### src/rtl/twophase_tx_port.sv
module twophase_tx_port #(
  parameter int W = 32
) (
  input  logic         clk,
  input  logic         rst_n,
  input  logic         send_en,
  input  logic [W-1:0] din,
  input  logic         ack_in,
  output logic         req,
  output logic [W-1:0] dout,
  output logic         pause_req,
  output logic         proto_err
);

  logic ack_m, ack_s, ack_d, ack_seen;
  logic pending, issue, accept, stray;

  assign pending   = req ^ ack_seen;
  assign issue     = send_en & ~pending;
  assign accept    = pending & (ack_s == req);
  assign stray     = (ack_s != ack_d) & ~pending;
  assign pause_req = pending;

  always_ff @(posedge clk) begin
    if (!rst_n) begin
      ack_m     <= 1'b0;
      ack_s     <= 1'b0;
      ack_d     <= 1'b0;
      ack_seen  <= 1'b0;
      req       <= 1'b0;
      dout      <= '0;
      proto_err <= 1'b0;
    end else begin
      ack_m <= ack_in;
      ack_s <= ack_m;
      ack_d <= ack_s;
      if (issue) begin
        req  <= ~req;
        dout <= din;
      end
      if (accept) ack_seen <= ack_s;
      if (stray) proto_err <= 1'b1;
    end
  end

endmodule


### config.mk
export PLATFORM = sky130hd
export DESIGN_NAME = twophase_tx_port
export DESIGN_NICKNAME = d
export VERILOG_FILES = /design/src/rtl/twophase_tx_port.sv
export SDC_FILE = /design/constraint.sdc
export NUM_CORES = 1
export LEC_CHECK = 0
export ABC_AREA = 1
export CORE_ASPECT_RATIO = 1.2
export CORE_MARGIN = 4
export CORE_UTILIZATION = 35
export CTS_BUF_LIST = sky130_fd_sc_hd__clkbuf_4 sky130_fd_sc_hd__clkbuf_8
export CTS_CLUSTER_SIZE = 12
export DETAILED_ROUTE_END_ITERATION = 16
export PLACE_DENSITY = 0.75
export SYNTH_ARGS = -nofsm -noshare
export SYNTH_HDL_FRONTEND = slang
export SYNTH_SLANG_ARGS = --single-unit
### constraint.sdc
create_clock -name clk -period 1.2 [get_ports clk]
set_clock_uncertainty 0.2 [all_clocks]
set_input_delay 0.12 -clock clk [delete_from_list [all_inputs] [get_ports clk]]
set_output_delay 0.12 -clock clk [all_outputs]
set_load 0.03 [all_outputs]
==> flow_summary.json, run 1 <==
{
  "outcome": "finished, violations left",
  "violations": "setup timing",
  "drt_pass1_iterations": 4,
  "nets": 425,
  "synth-edff-count": 0,
  "slew_viol_final": 0,
  "fmax_mhz": 684,
  "drv_cap": 0,
  "clock_sinks": 38,
  "synth_area_leaders": "dfxtp_1 (40%), inv_1 (21%), nand2_1 (15%)",
  "synth-main-ff-cell": "dfxtp_1",
  "finalHoldViolCount": 0,
  "leakage_nw": 1.69,
  "critPathMaxFanout": 4,
  "powerDensity_nw_per_um2": 1120,
  "hold_buffers": 0,
  "period_needed_ps": 1460,
  "setup.worst_path.start_class": "flop",
  "dp_hpwl_um": 3020,
  "max-slew-margin-rel": 0.841,
  "rrSetupSlack_ps": -250,
  "via_per_inst": 4.12,
  "synthesis.nets": 339,
  "worstSetupPathType": "flop to primary output",
  "cts_tree": "done",
  "grt-ovfl-total": 0,
  "cts_buffers": 5,
  "die_h_um": 88.5,
  "setup-tns-final_ps": -7040,
  "via_count": 1859,
  "min_period_over_period": 1.22,
  "crit_top_cell": "nand2_4",
  "syn-cell-area_sq_um": 1890,
  "synth_warnings": 0,
  "fp.coreArea_sq_um": 5260,
  "ys_types": 15,
  "cp_slowest_cell": "dfxtp_4",
  "dp_worst_setup_slack_ps": -292,
  "rsz0062_at_grt": "yes",
  "ios": 71,
  "synth_top_family_by_area": "simple AND/OR/NAND/NOR gates",
  "cts_max_level": 2,
  "end_kind": "primary output",
  "crit_family": "flip-flops",
  "grt_max_degree": 39,
  "cp_num_buf_inv": 4,
  "synthAdderAreaFrac": 0,
  "synth_top_area_share": 0.403,
  "root_buffer": "clkbuf_8",
  "peakVddDrop_mv": 0.586,
  "syn2layout_area_growth_pct": 56.3,
  "die_x_um": 75.0,
  "min-delay-path-class": "input pin to flop",
  "crit_arrival_ps": 1140,
  "synth_area_leader_cell": "dfxtp_1",
  "antenna_cells": 0,
  "drtIter0Drc": 51,
  "antenna_found_initial": 0,
  "grt_pass1_wl_um": 6830,
  "yosysMostFrequentCell": "inv_1",
  "crit_required_ps": 880,
  "synth_mux_area_frac": 0,
  "die_area_sq_um": 6640,
  "rows": 29,
  "synthTopCellsByCount": "inv_1 (104), nand2_1 (76), dfxtp_1 (38)",
  "cp_slowest_stage_delay_ps": 370,
  "grt_use_total": 0.133,
  "wl_per_cell_um": 10.3,
  "path_cells": "inv_4 > nand2_4 > nand2_4 > buf_12 > clkinvlp_4 > buf_6",
  "final_antenna_net_count": 0,
  "async_flop_share": 0,
  "setup_viol": 35,
  "synth_compound_area_frac": 0.0119,
  "synth-seq-cells": 38,
  "synthCells": 303,
  "worst-slew-pin-transition_ps": 239,
  "fin_ws_ps": -262,
  "synth_xor_area_frac": 0,
  "place.gp.congestion": 0.729,
  "wl_um": 4650,
  "grt_pass1_vias": 1660,
  "drive_gt1_frac": 0.234,
  "initial_core_util": 0.359,
  "avgSynthCellArea_sq_um": 6.23,
  "io_buffers": 70,
  "clk_pin_slew_ps": 70,
  "synth-simple-area-share": 0.312,
  "cts.path.max_buffers": 2,
  "ys_seq_area_frac": 0.403,
  "clkLatencyLatePin_ps": 280,
  "drc": 0
}
==> layout by cell type (no fill, tap or decap), drive strengths merged <==
| cell | synthesis | routed |
|---|---|---|
| nand3 | 33 | 33 |
| o21ai | 1 | 1 |
| buf | 11 | 57 |
| a21oi | 2 | 2 |
| clkdlybuf4s50 | 0 | 35 |
| inv | 105 | 104 |
| nor2 | 32 | 32 |
| dfxtp | 38 | 38 |
| nand2 | 77 | 77 |
| clkinvlp | 0 | 1 |
| clkbuf | 3 | 8 |
| a21boi | 1 | 1 |
==> layer usage <==
metal	up-vias	track usage	routed length, um
met4	0	0.0502	40
met2	37	0.243	2520
met3	5	0.0273	269
met1	817	0.148	1820
met5	-	0	0
li1	1000	-	-
==> through the flow <==
step	instances	power [W]	util	instance area, sq um	hold slack [ps]
after CTS	445	0.00328	0.530	2790	149
after global routing	451	0.00349	0.561	2950	173
final	451	0.00329	0.561	2950	160
after detailed placement	432	0.00232	0.493	2590	198
after global placement	432	0.00230	0.493	2590	198
after floorplan	303	0.00198	-	1910	17.6
==> power breakdown <==
part / total, W / leakage [nW] / switching, W / internal, W
logic: 0.000990 / 1.33 / 0.000533 / 0.000458
registers: 0.00141 / 0.316 / 0.0000537 / 0.00136
clock network: 0.000894 / 0.0477 / 0.000415 / 0.000478
==> path summary, 6_finish.rpt <==
kind / start / end / cells past startpoint
worst max register to register: req / dout[5] / 9
worst min register to register: ack_m / ack_s / 2
worst max-delay path: req / pause_req / 6
worst min-delay path: ack_in / ack_m / 3
==> worst register-to-register path, cell delays in order (launching register included) <==
cell     delay (ps)
dfxtp_4         380
inv_4            40
nand2_4          70
nand2_4          60
buf_4           140
buf_8           140
buf_16          150
nand3_1          60
nand2_1          50
nor2_1           90
==> final cells by class <==
type,instances,area (sq um)
well taps,62,77.6
repair buffers,93,900
flip-flops and latches,38,768
inverters,105,403
clock buffers,7,90.1
multi-input cells,146,712
fillers,511,2310
==> kinds of logic (layout without fill, tap and decap cells) <==
kind of cell           Yosys count  after routing
AOI/OAI and AO/OA                4              4
buffers and inverters          119            205
DFF                             38             38
and+or+nand+nor                142            142
==> flip-flops by register name (all words and copies together) (netlist names) <==
signal,cells
ack_d,1
ack_s,1
ack_seen,1
req,1
proto_err,1
ack_m,1
dout,32
==> repair_timing <==
action	CTS	global route
pin swaps	2	15
gates resized for setup	9	26
setup endpoints to repair	35	35
buffers inserted	5	4
cloned	1	2
No activity file was read; power rests on OpenSTA's default activity.
==> inputs of run 2 (changes only) <==
- PLACE_DENSITY: 0.75 -> 0.76
==> flow_summary.json, run 2 (same netlist as run 1, synthesis figures left out) <==
{
  "drv_cap": 0,
  "layout_common_cells": "inv_1 (102), nand2_1 (73), buf_4 (38)",
  "root_buffer": "clkbuf_8",
  "rows": 29,
  "final_area_sq_um": 2760,
  "cts_max_level": 2,
  "worstHoldPathCells": 3,
  "crit_top_cell": "nand2_4",
  "fp.coreArea_sq_um": 5260,
  "power_frac_clock": 0.281,
  "rr_worst_depth": 8,
  "hold_end": "ack_m",
  "crit_arrival_ps": 1050,
  "cp_slowest_stage_delay_ps": 370,
  "die_area_sq_um": 6640,
  "violations": "setup timing",
  "dr.max_layer_used": "met4",
  "wl_met3_um": 267,
  "worst-slew-pin-transition_ps": 219,
  "place.gp.congestion": 0.682,
  "worstSetupPathType": "flop to primary output",
  "cts_tree": "done",
  "slew_viol_final": 0,
  "antenna_found_initial": 0,
  "hp-start": "ack_in",
  "grt_max_degree": 39,
  "cts.path.max_buffers": 2,
  "period_needed_ps": 1370,
  "fin_ws_ps": -168,
  "grt_pass1_vias": 1753,
  "rsz0062_at_grt": "yes",
  "place_area_sq_um": 2630,
  "p_switching_w": 0.000987,
  "cts_buffers": 5,
  "max-slew-margin-rel": 0.853,
  "antenna_cells": 0,
  "rrSetupSlack_ps": -130,
  "r2r-end": "dout[30]",
  "via_per_inst": 4.05,
  "fillCellCount": 536,
  "initial_core_util": 0.359,
  "setup_viol": 35,
  "internal_power_w": 0.00223,
  "ios": 71,
  "grt-ovfl-total": 0,
  "grt_use_total": 0.136,
  "min_period_over_period": 1.14,
  "leakage_nw": 1.60,
  "finalHoldViolCount": 0,
  "path_cells": "inv_4 > nand2_4 > nand2_4 > clkinvlp_4 > buf_6",
  "setup.worst_path.start_class": "flop",
  "end_kind": "primary output",
  "clk_pin_slew_ps": 70,
  "clkLatencyLatePin_ps": 280,
  "setup-tns-final_ps": -3330,
  "nets": 414,
  "cp_slowest_cell": "dfxtp_4",
  "powerDensity_nw_per_um2": 1160,
  "drtIter0Drc": 37,
  "dp_hpwl_um": 3040,
  "seq_power_share": 0.439,
  "timing.rr.start": "req",
  "syn2layout_area_growth_pct": 46.2,
  "drc": 0,
  "final_core_util": 0.525,
  "min-delay-path-class": "input pin to flop",
  "drt_pass1_iterations": 4,
  "wl_um": 4160,
  "critPathMaxFanout": 4,
  "clock_sinks": 38,
  "crit_required_ps": 880,
  "pwr-share-comb": 0.279,
  "grt_pass1_wl_um": 7180,
  "swShare": 0.307,
  "io_buffers": 70,
  "wl_per_cell_um": 9.44,
  "top_register": "dout",
  "cp-startpoint": "req",
  "die_h_um": 88.5,
  "fmax_mhz": 731,
  "route.met2.wl_um": 2110,
  "largest_reg_flops": 32,
  "via_count": 1788,
  "die_x_um": 75.0,
  "final_common_cell": "inv_1",
  "peakVddDrop_mv": 0.507,
  "wl_met1_um": 1730,
  "final_antenna_net_count": 0,
  "drive_gt1_frac": 0.174,
  "outcome": "finished, violations left"
}
## run 2: changes by cell type in the layout (fill, tap and decap cells not counted), sizes merged
cell,change
buf,-10
clkbuf,-2
clkinv,+1
clkinvlp,+1
## run 2: repair_timing
| item | in CTS | in global routing |
|---|---|---|
| gates resized for setup | 4 | 5 |
| buffers inserted | 3 | 0 |
| endpoints found under the setup margin | 35 | 35 |
| pin swaps | 1 | 1 |
| hold buffers | 0 | 0 |
## run 2: how the worst max path moves through the flow
stage | end | slack, ps | cells after the start
2_1_floorplan | pause_req | -30 | 5
3_3_place_gp | dout[31] | -230 | 6
3_5_place_dp | dout[30] | -290 | 6
4_1_cts | pause_req | -180 | 5
5_1_grt | pause_req | -230 | 5
6_report | pause_req | -170 | 5
## run 2: per-layer routing
metal  global-route usage  vias to the layer above
li1                     -                      980
met1                0.149                      761
met2                0.253                       41
met3               0.0284                        6
met4               0.0485                        0
met5                    0                        -
## run 2: layout make-up
| cell class | count | area [sq um] | area share |
|---|---|---|---|
| Clock buffer | 6 | 82.6 | 0.0299 |
| Clock inverter | 2 | 12.5 | 0.00453 |
| Inverter | 105 | 400 | 0.145 |
| Multi-Input combinational cell | 146 | 632 | 0.229 |
| Sequential cell | 38 | 766 | 0.277 |
| Tap cell | 62 | 77.6 | 0.0281 |
| Timing Repair Buffer | 82 | 790 | 0.286 |
## run 2: worst max-delay path: cells and delay by family (launching register included)
family | cells | cell delay, ps
DFF | 1 | 370
buffers and inverters | 3 | 270
and+or+nand+nor | 2 | 130
## run 2: power by group through the flow
| stage | sequential, W | combinational, W | clock (W) |
|---|---|---|---|
| 2_1_floorplan | 0.00162 | 0.000360 | 0 |
| 3_3_place_gp | 0.00144 | 0.000876 | 0 |
| 3_5_place_dp | 0.00144 | 0.000892 | 0 |
| 4_1_cts | 0.00141 | 0.000910 | 0.000947 |
| 5_1_grt | 0.00143 | 0.00100 | 0.00101 |
| 6_report | 0.00141 | 0.000897 | 0.000904 |
## run 2: per-stage QoR
| stage | instances | hold WS, ps | worst slack [ps] | total power, W |
|---|---|---|---|---|
| 3_5_place_dp | 431 | 206 | -289 | 0.00233 |
| 2_1_floorplan | 303 | 17.6 | -31.4 | 0.00198 |
| 4_1_cts | 442 | 152 | -185 | 0.00327 |
| 6_report | 441 | 160 | -168 | 0.00321 |
| 5_1_grt | 441 | 201 | -229 | 0.00344 |
| 3_3_place_gp | 431 | 199 | -228 | 0.00232 |
==> inputs of run 3 (changes only) <==
- CTS_BUF_LIST: sky130_fd_sc_hd__clkbuf_4 sky130_fd_sc_hd__clkbuf_8 -> default
- PLACE_DENSITY: 0.76 -> 0.74
- RECOVER_POWER: default -> 25
- clock period: 1.2 -> 1.4 ns (I/O delays scaled with it)
==> flow_summary.json, run 3 (same netlist as run 1, synthesis figures left out) <==
{
  "outcome": "finished, final reports clean",
  "cts_buffers": 5,
  "multi_input_area_sq_um": 652,
  "initial_core_util": 0.359,
  "grt_pass1_wl_um": 7000,
  "drc": 0,
  "io_buffers": 70,
  "die_area_sq_um": 6640,
  "nets": 415,
  "fmax_mhz": 731,
  "drt_pass1_iterations": 4,
  "final_common_cell": "inv_1",
  "setup-tns-final_ps": 0,
  "dp_hpwl_um": 2980,
  "slew_viol_final": 0,
  "leakage_nw": 1.62,
  "die_x_um": 75.0,
  "grt-ovfl-total": 0,
  "ios": 71,
  "place.gp.congestion": 0.719,
  "critPathMaxFanout": 4,
  "internal_power_w": 0.00188,
  "clkLatencyLatePin_ps": 280,
  "top_register": "dout",
  "crit_required_ps": 1060,
  "cts_tree": "done",
  "hold_ws_ps": 181,
  "grt_max_degree": 35,
  "wl_um": 4480,
  "largest_reg_flops": 32,
  "grt_pass1_vias": 1634,
  "placed_cells": 428,
  "clock_sinks": 38,
  "grt_use_total": 0.139,
  "setup.worst_path.start_class": "flop",
  "hold_buffers": 0,
  "fin_cells": 440,
  "cts.path.max_buffers": 2,
  "die_h_um": 88.5,
  "fp.coreArea_sq_um": 5260,
  "antenna_found_initial": 0,
  "max-slew-margin-rel": 0.761,
  "cts_max_level": 2,
  "crit_arrival_ps": 1030,
  "via_count": 1818,
  "min-delay-path-class": "input pin to flop",
  "via_per_inst": 4.13,
  "finalHoldViolCount": 0,
  "drtIter0Drc": 63,
  "root_buffer": "clkbuf_8",
  "syn2layout_area_growth_pct": 49.5,
  "powerDensity_nw_per_um2": 961,
  "pwr-share-comb": 0.285,
  "register_area_sq_um": 766,
  "end_kind": "primary output",
  "min_period_over_period": 0.977,
  "wl_per_cell_um": 10.2,
  "drv_cap": 0,
  "period_needed_ps": 1370,
  "power_frac_clock": 0.269,
  "drive_gt1_frac": 0.0979,
  "final_antenna_net_count": 0,
  "clk_pin_slew_ps": 70,
  "rows": 29,
  "worst-slew-pin-transition_ps": 360,
  "antenna_cells": 0,
  "worstSetupPathType": "flop to primary output",
  "seq_power_share": 0.446,
  "swShare": 0.306,
  "p_switching_w": 0.000829,
  "fillCellCount": 532,
  "setup_viol": 0,
  "rsz0062_at_grt": "yes",
  "peakVddDrop_mv": 0.720,
  "layout_common_cells": "inv_1 (102), nand2_1 (69), dfxtp_1 (36)"
}
[run 3: cell count changes in the layout (fill, tap and decap cells not counted), sizes merged]
cell,change
buf,-33
clkbuf,+2
clkdlybuf4s15,+17
clkdlybuf4s50,-1
clkinvlp,-2
dlygate4sd2,+15
dlygate4sd3,+1
[run 3: power groups by stage]
| stage | clock, W | combinational (W) | sequential, W |
|---|---|---|---|
| global route | 0.000818 | 0.000856 | 0.00122 |
| CTS | 0.000765 | 0.000770 | 0.00121 |
| global placement | 0 | 0.000764 | 0.00124 |
| finish | 0.000729 | 0.000773 | 0.00121 |
| detailed placement | 0 | 0.000776 | 0.00124 |
| floorplan | 0 | 0.000302 | 0.00139 |
[run 3: path summary, 6_finish.rpt]
path / endpoint / depth (start not counted) / startpoint / slack [ps]
setup / recovery: pause_req / 5 / req / 30
hold / removal: ack_m / 3 / ack_in / 180
setup reg to reg: dout[1] / 8 / ack_seen / 60
hold reg to reg: ack_s / 2 / ack_m / 220
[run 3: worst max-delay path: stages, from the launching register on]
cell and delay (ps):
dfxtp_4 360, inv_4 60, nand2_4 60, nand2_4 90
clkinv_4 50, buf_6 130
[run 3: layer usage]
layer  global-route usage  share of wire
met4               0.0437          0.013
met3               0.0500          0.071
met2                0.255           0.54
met1                0.144           0.37
met5                    0              0
[run 3: repair_timing]
action	4_1_cts	5_1_grt
pin swaps	2	4
buffers inserted	5	1
resized for setup	40	34
setup endpoints to repair	34	50
gates cloned	1	0
[run 3: final cells by class]
type | count | share of cell area
Tap cell | 62 | 0.0275
Multi-Input combinational cell | 146 | 0.231
Sequential cell | 38 | 0.271
Clock buffer | 6 | 0.0293
Inverter | 105 | 0.142
Timing Repair Buffer | 83 | 0.299
[run 3: per-stage QoR]
stage | total power (W) | instance area [sq um] | worst slack (ps) | utilization
floorplan | 0.00169 | 1890 | 5.99 | -
global placement | 0.00200 | 2660 | -74.2 | 0.505
detailed placement | 0.00201 | 2660 | -94.8 | 0.505
CTS | 0.00274 | 2780 | -57.4 | 0.528
global route | 0.00289 | 2820 | -29.5 | 0.537
finish | 0.00271 | 2820 | 31.5 | 0.537
